### src/rtl/brg_pkg.sv
// Shared types and helpers for the bank row timing guard.
// Assumes: all time parameters are non-negative integers in picoseconds.
package brg_pkg;

    typedef enum logic [1:0] {
        BANK_IDLE   = 2'd0,
        BANK_ACTIVE = 2'd1,
        BANK_CLOSE  = 2'd2
    } bank_state_e;

    // Whole clock cycles covering a time span, rounded up.
    function automatic int unsigned span_to_cycles(input int unsigned span_ps,
                                                   input int unsigned tck_ps);
        return (span_ps + tck_ps - 1) / tck_ps;
    endfunction

endpackage

### src/rtl/brg_cycle_timer.sv
// Down-counter that is loaded on start and reports done at zero.
// Assumes: LOAD is the number of edges after start before done rises.
module brg_cycle_timer #(
    parameter int unsigned LOAD = 1
) (
    input  logic clk,
    input  logic rst_n,
    input  logic start,
    output logic done
);
    localparam int W = $clog2(LOAD + 2);

    logic [W-1:0] cnt;

    // Load on start, otherwise count down and hold at zero.
    always_ff @(posedge clk) begin
        if (!rst_n)
            cnt <= '0;
        else if (start)
            cnt <= W'(LOAD);
        else if (cnt != '0)
            cnt <= cnt - 1'b1;
    end

    assign done = (cnt == '0);

endmodule

### src/rtl/brg_bank_ctrl.sv
// Phase machine for one bank: accepts legal requests, flags illegal
// ones and launches the automatic close.
// Assumes: timer done inputs come from brg_cycle_timer instances that
// are loaded by this module's start outputs.
module brg_bank_ctrl
    import brg_pkg::*;
(
    input  logic        clk,
    input  logic        rst_n,
    input  logic        req_act,
    input  logic        req_rd,
    input  logic        req_rda,
    input  logic        req_pre,
    input  logic        ras_done,
    input  logic        rp_done,
    input  logic        ap_done,
    output bank_state_e state,
    output logic        pre_ok,
    output logic        act_ok,
    output logic        violation,
    output logic        start_ras,
    output logic        start_rp,
    output logic        start_ap
);
    bank_state_e state_nx;
    logic        ap_pend;
    logic        rd_legal;
    logic        multi;
    logic        bad;
    logic        ap_fire;
    logic        go_act;
    logic        go_pre;

    // Legality of each request kind in the current cycle.
    always_comb begin
        multi    = ($countones({req_act, req_rd, req_rda, req_pre}) > 1);
        rd_legal = (state == BANK_ACTIVE) && !ap_pend;
        pre_ok   = (state == BANK_ACTIVE) && !ap_pend && ras_done;
        act_ok   = (state == BANK_IDLE) || ((state == BANK_CLOSE) && rp_done);
        bad      = multi || (req_act && !act_ok) || (req_pre && !pre_ok)
                   || ((req_rd || req_rda) && !rd_legal);
        go_act   = req_act && !bad;
        go_pre   = req_pre && !bad;
        start_ap = req_rda && !bad;
        ap_fire  = (state == BANK_ACTIVE) && ap_pend && ap_done && ras_done;
        start_ras = go_act;
        start_rp  = go_pre || ap_fire;
    end

    // Next phase from accepted requests and the automatic close.
    always_comb begin
        state_nx = state;
        case (state)
            BANK_IDLE:   if (go_act) state_nx = BANK_ACTIVE;
            BANK_ACTIVE: if (go_pre || ap_fire) state_nx = BANK_CLOSE;
            BANK_CLOSE: begin
                if (go_act)       state_nx = BANK_ACTIVE;
                else if (rp_done) state_nx = BANK_IDLE;
            end
            default:     state_nx = BANK_IDLE;
        endcase
    end

    // Phase, pending automatic close and sticky violation registers.
    always_ff @(posedge clk) begin
        if (!rst_n) begin
            state     <= BANK_IDLE;
            ap_pend   <= 1'b0;
            violation <= 1'b0;
        end else begin
            state <= state_nx;
            if (start_ap)     ap_pend <= 1'b1;
            else if (ap_fire) ap_pend <= 1'b0;
            if (bad)          violation <= 1'b1;
        end
    end

    AST_OPEN_AFTER_RP: assert property (@(posedge clk) disable iff (!rst_n)
        (state == BANK_ACTIVE && $past(state) == BANK_CLOSE) |-> $past(rp_done));
    AST_CLOSE_AFTER_RAS: assert property (@(posedge clk) disable iff (!rst_n)
        (state == BANK_CLOSE && $past(state) == BANK_ACTIVE) |-> $past(ras_done));
    AST_NO_CLOSE_WHILE_PEND: assert property (@(posedge clk) disable iff (!rst_n)
        ap_pend |-> !pre_ok);
    AST_VIOL_STICKY: assert property (@(posedge clk) disable iff (!rst_n)
        violation |=> violation);
    AST_FLAGS_EXCL: assert property (@(posedge clk) disable iff (!rst_n)
        !(pre_ok && act_ok));

endmodule

### src/rtl/bank_row_guard.sv
// Top of the bank row timing guard: converts the picosecond limits to
// cycle counts, and wires three timers to the phase machine.
// Assumes: BURST_LEN is even and at least 2, TCK_PS is non-zero.
module bank_row_guard
    import brg_pkg::*;
#(
    parameter int unsigned TCK_PS    = 5000,
    parameter int unsigned TRAS_PS   = 42000,
    parameter int unsigned TRP_PS    = 18000,
    parameter int unsigned CAS_LAT   = 3,
    parameter int unsigned BURST_LEN = 8
) (
    input  logic       clk,
    input  logic       rst_n,
    input  logic       req_act,
    input  logic       req_rd,
    input  logic       req_rda,
    input  logic       req_pre,
    output logic       pre_ok,
    output logic       act_ok,
    output logic [1:0] bank_state,
    output logic       violation
);
    localparam int unsigned TRAS_CYC  = span_to_cycles(TRAS_PS, TCK_PS);
    localparam int unsigned TRP_CYC   = span_to_cycles(TRP_PS, TCK_PS);
    localparam int unsigned BURST_CYC = BURST_LEN / 2;
    // Automatic close point: burst end (CL + burst) minus CL.
    localparam int unsigned AP_OFFSET = (CAS_LAT + BURST_CYC) - CAS_LAT;
    localparam int unsigned RAS_LOAD  = (TRAS_CYC > 1) ? TRAS_CYC - 1 : 0;
    localparam int unsigned RP_LOAD   = (TRP_CYC > 1) ? TRP_CYC - 1 : 0;
    localparam int unsigned AP_LOAD   = (AP_OFFSET > 1) ? AP_OFFSET - 1 : 0;

    bank_state_e state;
    logic ras_done, rp_done, ap_done;
    logic start_ras, start_rp, start_ap;

    brg_cycle_timer #(.LOAD(RAS_LOAD)) u_ras (
        .clk(clk), .rst_n(rst_n), .start(start_ras), .done(ras_done));

    brg_cycle_timer #(.LOAD(RP_LOAD)) u_rp (
        .clk(clk), .rst_n(rst_n), .start(start_rp), .done(rp_done));

    brg_cycle_timer #(.LOAD(AP_LOAD)) u_ap (
        .clk(clk), .rst_n(rst_n), .start(start_ap), .done(ap_done));

    brg_bank_ctrl u_ctrl (
        .clk(clk), .rst_n(rst_n),
        .req_act(req_act), .req_rd(req_rd), .req_rda(req_rda), .req_pre(req_pre),
        .ras_done(ras_done), .rp_done(rp_done), .ap_done(ap_done),
        .state(state), .pre_ok(pre_ok), .act_ok(act_ok), .violation(violation),
        .start_ras(start_ras), .start_rp(start_rp), .start_ap(start_ap));

    assign bank_state = state;

    AST_RESET_IDLE: assert property (@(posedge clk)
        !rst_n |=> (bank_state == 2'd0 && !violation));
    AST_PHASE_LEGAL: assert property (@(posedge clk) disable iff (!rst_n)
        bank_state != 2'd3);

endmodule

### config.mk
export PLATFORM = sky130hd
export DESIGN_NAME = bank_row_guard
export DESIGN_NICKNAME = d
export VERILOG_FILES = /design/src/rtl/brg_pkg.sv /design/src/rtl/brg_cycle_timer.sv /design/src/rtl/brg_bank_ctrl.sv /design/src/rtl/bank_row_guard.sv
export SDC_FILE = /design/constraint.sdc
export NUM_CORES = 1
export LEC_CHECK = 0
export ABC_AREA = 1
export BUFFER_PORTS_ARGS = -buffer_cell sky130_fd_sc_hd__buf_4
export CORE_AREA = 10 10 50 59
export CTS_CLUSTER_DIAMETER = 200
export DETAILED_ROUTE_END_ITERATION = 10
export DIE_AREA = 0 0 60 69
export HOLD_SLACK_MARGIN = 0.15
export RECOVER_POWER = 25
export SLEW_MARGIN = 20
export SYNTH_ARGS = -nofsm -noshare
export SYNTH_HDL_FRONTEND = slang
export SYNTH_SLANG_ARGS = --single-unit
export TNS_END_PERCENT = 5
### constraint.sdc
create_clock -name clk -period 4.12 [get_ports clk]
set_input_delay 0.206 -clock clk [delete_from_list [all_inputs] [get_ports clk]]
set_output_delay 0.206 -clock clk [all_outputs]
set_load 0.02 [all_outputs]
==> results of run 1 <==
==> worst paths after layout <==
kind              slack [ns]         endpoint  depth (start not counted)          from
setup / recovery        2.36     u_ras.cnt[0]                         10       req_act
setup reg to reg        2.67  u_ctrl.state[1]                         10   u_rp.cnt[0]
hold / removal          0.18      u_rp.cnt[1]                          3         rst_n
hold reg to reg         0.49     u_ras.cnt[0]                          2  u_ras.cnt[0]
==> stage by stage <==
stage                util  setup WS, ns
floorplan               -          2.31
global placement    0.505          2.06
detailed placement  0.505          2.05
CTS                 0.517          2.35
global route        0.510          2.27
finish              0.510          2.36
==> flip-flops by register name, indices dropped and copies added, names as in the netlist <==
name,count
u_ctrl.violation,1
u_ap.cnt,3
u_ctrl.state,2
u_rp.cnt,3
u_ras.cnt,4
u_ctrl.ap_pend,1
==> Yosys cell counts, drive strengths merged <==
library cell | number | area, µm²
nand2 | 15 | 68.8
nand3 | 5 | 30.0
nand4 | 4 | 58.8
dfxtp | 14 | 280
fa | 1 | 20.0
nor3 | 3 | 20.0
or2 | 3 | 21.3
ha | 7 | 87.6
nor2 | 9 | 36.3
a21oi | 9 | 56.3
xnor2 | 2 | 17.5
xor2 | 3 | 26.3
inv | 18 | 67.6
o21ai | 6 | 33.8
==> cell type report <==
type	count	area share
flip-flops and latches	14	0.301
well taps	19	0.0255
repair buffers	10	0.0685
multi-input cells	67	0.509
inverters	18	0.0725
clock buffers	3	0.0242
==> routing by layer <==
metal,track usage,routed length [µm]
met4,0.0373,30
met5,0,0
met1,0.0846,644
met3,0.0256,47
met2,0.119,759
==> logic make-up (layout without fill, tap and decap cells) <==
logic type,Yosys count,count (layout),share of synthesized area
buffers and inverters,18,31,0.0819
xor gates and xnor gates,5,5,0.0531
AOI/OAI and AO/OA,15,15,0.109
DFF,14,14,0.340
and+or+nand+nor,39,39,0.285
adders and majority gates,8,8,0.130
==> power by group through the flow <==
stage          registers (W)  clock network, W  logic [W]
2_1_floorplan       0.000212                 0   0.000250
3_3_place_gp        0.000216                 0   0.000297
3_5_place_dp        0.000218                 0   0.000300
4_1_cts             0.000215         0.0000797   0.000302
5_1_grt             0.000220         0.0000861   0.000342
6_report            0.000214         0.0000773   0.000293
==> worst max-delay path, stage by stage <==
cell,delay (ns)
buf_4,0.12
ha_1,0.28
nand2_1,0.06
inv_1,0.04
fa_1,0.41
or2_1,0.26
a21oi_4,0.18
nand4_2,0.15
nand2_1,0.16
a21oi_1,0.06
==> impl_metrics.toml, run 1 <==
[status]
outcome = "finished, final reports clean"

[floorplanning]
dieArea_um2 = 4140
io_pins = 11
die_w_um = 60
core_um2 = 1830
fp-row-count = 17
die_h_um = 69
start_util = 0.451

[pwr]
power.density_nw_per_um2 = 627
p_int_w = 0.000342
swShare = 0.416
clkPwrFrac = 0.132
leakagePower_nw = 0.443
switching_power_w = 0.000243
comb_power_share = 0.502
ir_drop_v = 0.000266
seqPwrFrac = 0.366
total_power_w = 0.000585

[routing]
vias = 669
remaining_drc_errors = 0
drtIter0Drc = 9
postRouteAntennaNets = 0
drt_wl_total_um = 1480
drt-wirelength-per-cell_um = 11.3
vias_per_cell = 5.11
dr.pass1.iters = 4

[sta]
finClkSkew_ns = 0.00152
slew_headroom = 0.712
finalHoldViolations = 0
final.min_clock_period_ns = 1.76
fin_setup_tns_ns = 0
setup_viol_count_final = 0
final_max_slew_viol_count = 0
rsz0062_at_grt = "false"
timing.hold.ws_ns = 0.178
max_freq_mhz = 567
worstMarginPinSlew_ns = 0.431
period_share = 0.428

[layout]
drive_above_1_share = 0.214
area.sequential_um2 = 280
final_common_cell = "inv_1"
area_growth_pct = 13.1
fin_area_um2 = 932
nets = 128
stdcell_count = 131
multiInputGateArea_um2 = 474
layout_common_cells = "inv_1, dfxtp_1, nand2_1, nor2_1, a21oi_1"
fillers = 176
diodes = 0

[global_routing]
grt_pass1_wl_um = 2530
grt-ovfl-total = 0
antenna_found_initial = 0
grt_pass1_vias = 623
grt_max_degree = 8
track_usage = 0.0750

[worst_hold_path]
hold_class = "input pin to flip-flop"

[placed_design]
dpl_cell_area_um2 = 923
dp.cells = 128
io_buffers = 10
gp_congestion = 0.704
hpwl_um = 1230

[clock_tree]
clock_latency_ns = 0.28
numCtsBuffers = 3
clockBufferDepth = 2
cts_tree = "built"
holdBufCountCts = 0
path_clk_slew_ns = 0.08
cts_resized = 0
cts_root_buf = "clkbuf_4"
postCtsSetupBuffers = 0
cts.sink_count = 14
htree_levels = 1

[critical_path]
cp.arrival_ns = 1.93
cp-end-kind = "flip-flop"
cp_max_fo = 4
required_ns = 4.29
startpoint_type = "input pin"
critPathKind = "input pin to flip-flop"

[synthesis]
syn_inst = 99
netlist_area_um2 = 825
syn_nets = 113
yosysSeqAreaShare = 0.340
ys.warnings.count = 0
ys_ff_latch = 14
synth.distinct_cells = 23
syn_area_per_cell_um2 = 8.33

[job]
cap_violations = 0
Power figures use the tool's default switching activity.
==> run 2: changes to the inputs <==
Settings changed: ABC_AREA 1 to 0, CORE_AREA 10 10 50 59 to 10 10 49 59, DIE_AREA 0 0 60 69 to 0 0 59 69, PLACE_DENSITY set to 0.65.
Clock period 4.12 ns to 1.8 ns, I/O delays scaled along.
==> run 2 against run 1 <==
First-iteration DRC count shrank 11%. Setup slack worse by 2.3 ns. Final area increased by 14%. Clock power rose to 2.9 times the previous value. Routed wire length up 22%.
==> impl_metrics.toml, run 2 <==
[status]
outcome = "finished, final reports clean"

[global_routing]
grt_max_degree = 12
track_usage = 0.0927
antenna_found_initial = 0
grt-ovfl-total = 0
grt_pass1_vias = 729
grt_pass1_wl_um = 3190

[synthesis]
ys_ff_latch = 14
yosysTopAreaCellShare = 0.346
ys.warnings.count = 0
yosysSeqAreaShare = 0.346
synth_edf_count = 0
synth_area_leaders = "dfxtp_1, ha_1, inv_1"
synth.distinct_cells = 33
ys.flop_type = "dfxtp_1"
netlist_area_um2 = 811
postSynth.asyncResetShare = 0
syn_nets = 103
yosysTopAreaCell = "dfxtp_1"
synthTopCellsByCount = "dfxtp_1, inv_1, ha_1"
syn_area_per_cell_um2 = 9.11
synth.most_common_cell = "dfxtp_1"
syn_inst = 89

[placed_design]
gp_congestion = 0.753
io_buffers = 10
place_ws_ns = -0.309
dpl_cell_area_um2 = 966
hpwl_um = 1420

[clock_tree]
numCtsBuffers = 3
clock_latency_ns = 0.27
path_clk_slew_ns = 0.09
clockBufferDepth = 2
htree_levels = 1
cts_root_buf = "clkbuf_4"
cts_tree = "built"
cts.sink_count = 14

[floorplanning]
die_h_um = 69
core_um2 = 1790
start_util = 0.454
dieArea_um2 = 4070
die_w_um = 59
io_pins = 11
fp-row-count = 17

[sta]
timing.hold.ws_ns = 0.226
final_max_slew_viol_count = 0
setup_viol_count_final = 0
slew_headroom = 0.744
max_freq_mhz = 564
rsz0062_at_grt = "true"
final.min_clock_period_ns = 1.77
fin_setup_tns_ns = 0
period_share = 0.984
worstMarginPinSlew_ns = 0.382
setup_slack_ns = 0.0281
finClkSkew_ns = 0.00390
finalHoldViolations = 0

[layout]
diodes = 0
layout_common_cells = "buf_4, dfxtp_1, inv_1, a21oi_1"
final_common_cell = "buf_4"
fillers = 166
utilization = 0.597
nets = 127
biggestRegsByFlops = "u_ras.cnt: 4 flops, u_ap.cnt: 3 flops, u_rp.cnt: 3 flops"
fin_area_um2 = 1070
area_growth_pct = 31.6
top_register = "u_ras.cnt"
largest_reg_flops = 4
drive_above_1_share = 0.330

[routing]
dr.pass1.iters = 4
drtIter0Drc = 8
postRouteAntennaNets = 0
drt-wirelength-per-cell_um = 13.8
drt_wl_total_um = 1800
vias = 691
vias_per_cell = 5.27
remaining_drc_errors = 0

[pwr]
power.density_nw_per_um2 = 1310
leakagePower_nw = 0.462
ir_drop_v = 0.000832

[critical_path]
critPathKind = "input pin to flip-flop"
cp_max_fo = 5
startpoint_type = "input pin"
cp.arrival_ns = 1.94
cp-end-kind = "flip-flop"
required_ns = 1.97

[worst_hold_path]
hold_class = "input pin to flip-flop"

[job]
cap_violations = 0
==> run 2: kinds of logic after synthesis <==
logic type,share of synthesized area
multiplexers,0.0247
adder cells (fa/ha/maj),0.133
AO/OA/AOI/OAI,0.174
AND/OR/NAND/NOR,0.230
XOR/XNOR,0.0324
buffers and inverters,0.0602
flip-flops,0.346
==> run 2: path summary, 6_finish.rpt <==
kind	from	end	slack, ns	cells past startpoint
setup / recovery	req_act	u_ras.cnt[0]	0.03	8
hold / removal	req_act	u_ctrl.violation	0.23	4
setup reg to reg	u_ras.cnt[0]	u_ras.cnt[0]	0.07	6
hold reg to reg	u_ctrl.violation	u_ctrl.violation	0.49	2
==> run 2: timing repair <==
action / 4_1_cts / 5_1_grt
hold buffers: 1 / 0
buffers inserted: 0 / 1
cloned: 0 / 0
hold endpoints to repair: 9 / 0
setup endpoints to repair: 8 / 10
gates resized for setup: 4 / 8
==> run 2: layout make-up <==
| type | count | area (µm²) | area share |
|---|---|---|---|
| multi-input combinational | 62 | 539 | 0.505 |
| sequential | 14 | 282 | 0.264 |
| timing repair buffer | 20 | 141 | 0.132 |
| inverter | 12 | 45.0 | 0.0422 |
| clock buffer | 4 | 36.3 | 0.0340 |
| tap | 19 | 23.8 | 0.0223 |
==> run 2: report_power, final <==
group	internal, W	total [W]	switching (W)
clock	0.000123	0.000225	0.000102
combinational	0.000363	0.000699	0.000335
sequential	0.000405	0.000471	0.0000654
==> run 2: worst max-delay path, cell delays in order <==
cell     delay (ns)
buf_4          0.13
ha_4           0.22
and2_4         0.15
fa_1           0.46
nor2_2         0.14
o21ai_2        0.11
or4_4          0.46
and3_4         0.18
==> run 2: stage by stage <==
step / std cells / total power [W]
after floorplan: 89 / 0.000953
after global placement: 125 / 0.00111
after detailed placement: 125 / 0.00113
after CTS: 130 / 0.00139
after global routing: 131 / 0.00153
final: 131 / 0.00139
==> run 2: per-layer routing <==
layer	wire, µm	share of wire	track usage	vias to the layer above
met5	0	0	0	-
met4	47	0.026	0.0229	0
met3	62	0.034	0.0238	6
met2	918	0.51	0.162	15
met1	773	0.43	0.105	310
li1	-	-	-	360
==> run 3: changes to the inputs <==
Clock period 1.8 ns to 2.1 ns, I/O delays scaled along.
==> run 3 against run 2 <==
Critical path depth decreased by 2. Count of clock-buffer cells in the layout unchanged. Hold slack improved by 0.011 ns. Routed wire length shrank 7.4%. Die area did not move. Sequential power is 17% lower. Largest power group unchanged. Clock power down 12%. Sequential share of layout area up 2.8 points. Combinational power shrank 26%. Core utilization shrank 6.0 points. First-iteration DRC count fell by 13%.
==> impl_metrics.toml, run 3 (synthesis gave the netlist of run 2 again) <==
[worst_hold_path]
whs_endpoint = "u_ctrl.violation"
hold_class = "input pin to flip-flop"
holdPathStages = 4
min-delay-start = "req_act"

[critical_path]
critPathKind = "flip-flop to flip-flop"
startpoint_type = "flip-flop"
cp-end-kind = "flip-flop"
r2r_setup_slack_ns = 0.21
required_ns = 2.29
cp_max_fo = 5
r2r_cells = 6
reg2reg_to = "u_ras.cnt[1]"
cp.arrival_ns = 2.09
crit-reg2reg-launch = "u_ras.cnt[0]"

[sta]
worstMarginPinSlew_ns = 0.384
fin_setup_tns_ns = 0
final.min_clock_period_ns = 1.89
timing.hold.ws_ns = 0.237
period_share = 0.902
finalHoldViolations = 0
rsz0062_at_grt = "false"
slew_headroom = 0.737
setup_slack_ns = 0.207
final_max_slew_viol_count = 0
setup_viol_count_final = 0
finClkSkew_ns = 0.00765
max_freq_mhz = 528

[layout]
final_common_cell = "dfxtp_1"
layout_common_cells = "dfxtp_1, inv_1, buf_4, ha_1"
fin_area_um2 = 960
drive_above_1_share = 0.196
diodes = 0
area_growth_pct = 18.4
top_register = "u_ras.cnt"
nets = 122
fillers = 183
largest_reg_flops = 4
biggestRegsByFlops = "u_ras.cnt: 4 flops, u_ap.cnt: 3 flops, u_rp.cnt: 3 flops"

[pwr]
p_int_w = 0.000700
comb_power_share = 0.468
seqPwrFrac = 0.353
switching_power_w = 0.000410
swShare = 0.369
clkPwrFrac = 0.179
total_power_w = 0.00111
leakagePower_nw = 0.432
power.density_nw_per_um2 = 1160
ir_drop_v = 0.000537

[floorplanning]
core_um2 = 1790
fp-row-count = 17
die_w_um = 59
die_h_um = 69
dieArea_um2 = 4070
io_pins = 11
start_util = 0.454

[global_routing]
grt-ovfl-total = 0
grt_pass1_vias = 709
grt_pass1_wl_um = 2990
antenna_found_initial = 0
grt_max_degree = 12
track_usage = 0.0899

[routing]
dr.pass1.iters = 4
remaining_drc_errors = 0
drt_wl_total_um = 1670
postRouteAntennaNets = 0
vias_per_cell = 5.27
drt-wirelength-per-cell_um = 13.2
vias = 664
drtIter0Drc = 7

[status]
outcome = "finished, final reports clean"

[clock_tree]
cts_root_buf = "clkbuf_4"
htree_levels = 1
numCtsBuffers = 3
path_clk_slew_ns = 0.09
clock_latency_ns = 0.29
cts_tree = "built"
clockBufferDepth = 2
postCtsSetupBuffers = 0
cts.sink_count = 14

[placed_design]
dpl_cell_area_um2 = 936
hpwl_um = 1370
io_buffers = 10
place_ws_ns = -0.0323
gp_congestion = 0.735

[job]
cap_violations = 0
[run 3: worst max path at each step]
stage                  from           end  slack, ns
2_1_floorplan       req_act  u_ras.cnt[0]       0.20
6_report       u_ras.cnt[0]  u_ras.cnt[1]       0.21
3_5_place_dp        req_act  u_ras.cnt[1]      -0.03
4_1_cts         u_rp.cnt[0]  u_ras.cnt[1]       0.26
5_1_grt        u_ras.cnt[0]  u_ras.cnt[0]       0.11
3_3_place_gp        req_act  u_ras.cnt[2]       0.03
[run 3: timing repair]
| item | in CTS | in global routing |
|---|---|---|
| hold buffers | 1 | 0 |
| resized for setup | 0 | 0 |
| hold endpoints to repair | 7 | 0 |
[run 3: worst max-delay path, cell delays in order, from the launching register on]
cell      delay, ns
dfxtp_1        0.34
inv_1          0.06
ha_1           0.20
nor3b_1        0.35
a21boi_2       0.13
or4_4          0.53
and3_1         0.18
[run 3: routing by layer]
layer	global-route usage	part of all wire	vias to the layer above
li1	-	-	347
met1	0.0888	0.41	303
met2	0.160	0.52	9
met3	0.0256	0.044	5
met4	0.0458	0.022	0
met5	0	0	-
[run 3: area by class of cell]
class / count / area, µm² / share of cell area
Tap cell: 19 / 23.8 / 0.0248
Inverter: 12 / 45.0 / 0.0469
Clock buffer: 4 / 36.3 / 0.0378
Timing Repair Buffer: 15 / 104 / 0.108
Multi-Input combinational cell: 62 / 470 / 0.490
Sequential cell: 14 / 280 / 0.292
[run 3: stage by stage]
step,instances,util
floorplan,89,-
global placement,121,0.524
detailed placement,121,0.524
CTS,126,0.550
global route,126,0.537
finish,126,0.537
[run 3: power by group through the flow]
stage / clock [W] / sequential (W) / combinational [W]
3_5_place_dp: 0 / 0.000406 / 0.000543
4_1_cts: 0.000203 / 0.000400 / 0.000548
3_3_place_gp: 0 / 0.000400 / 0.000525
5_1_grt: 0.000215 / 0.000402 / 0.000600
2_1_floorplan: 0 / 0.000397 / 0.000420
6_report: 0.000199 / 0.000392 / 0.000519
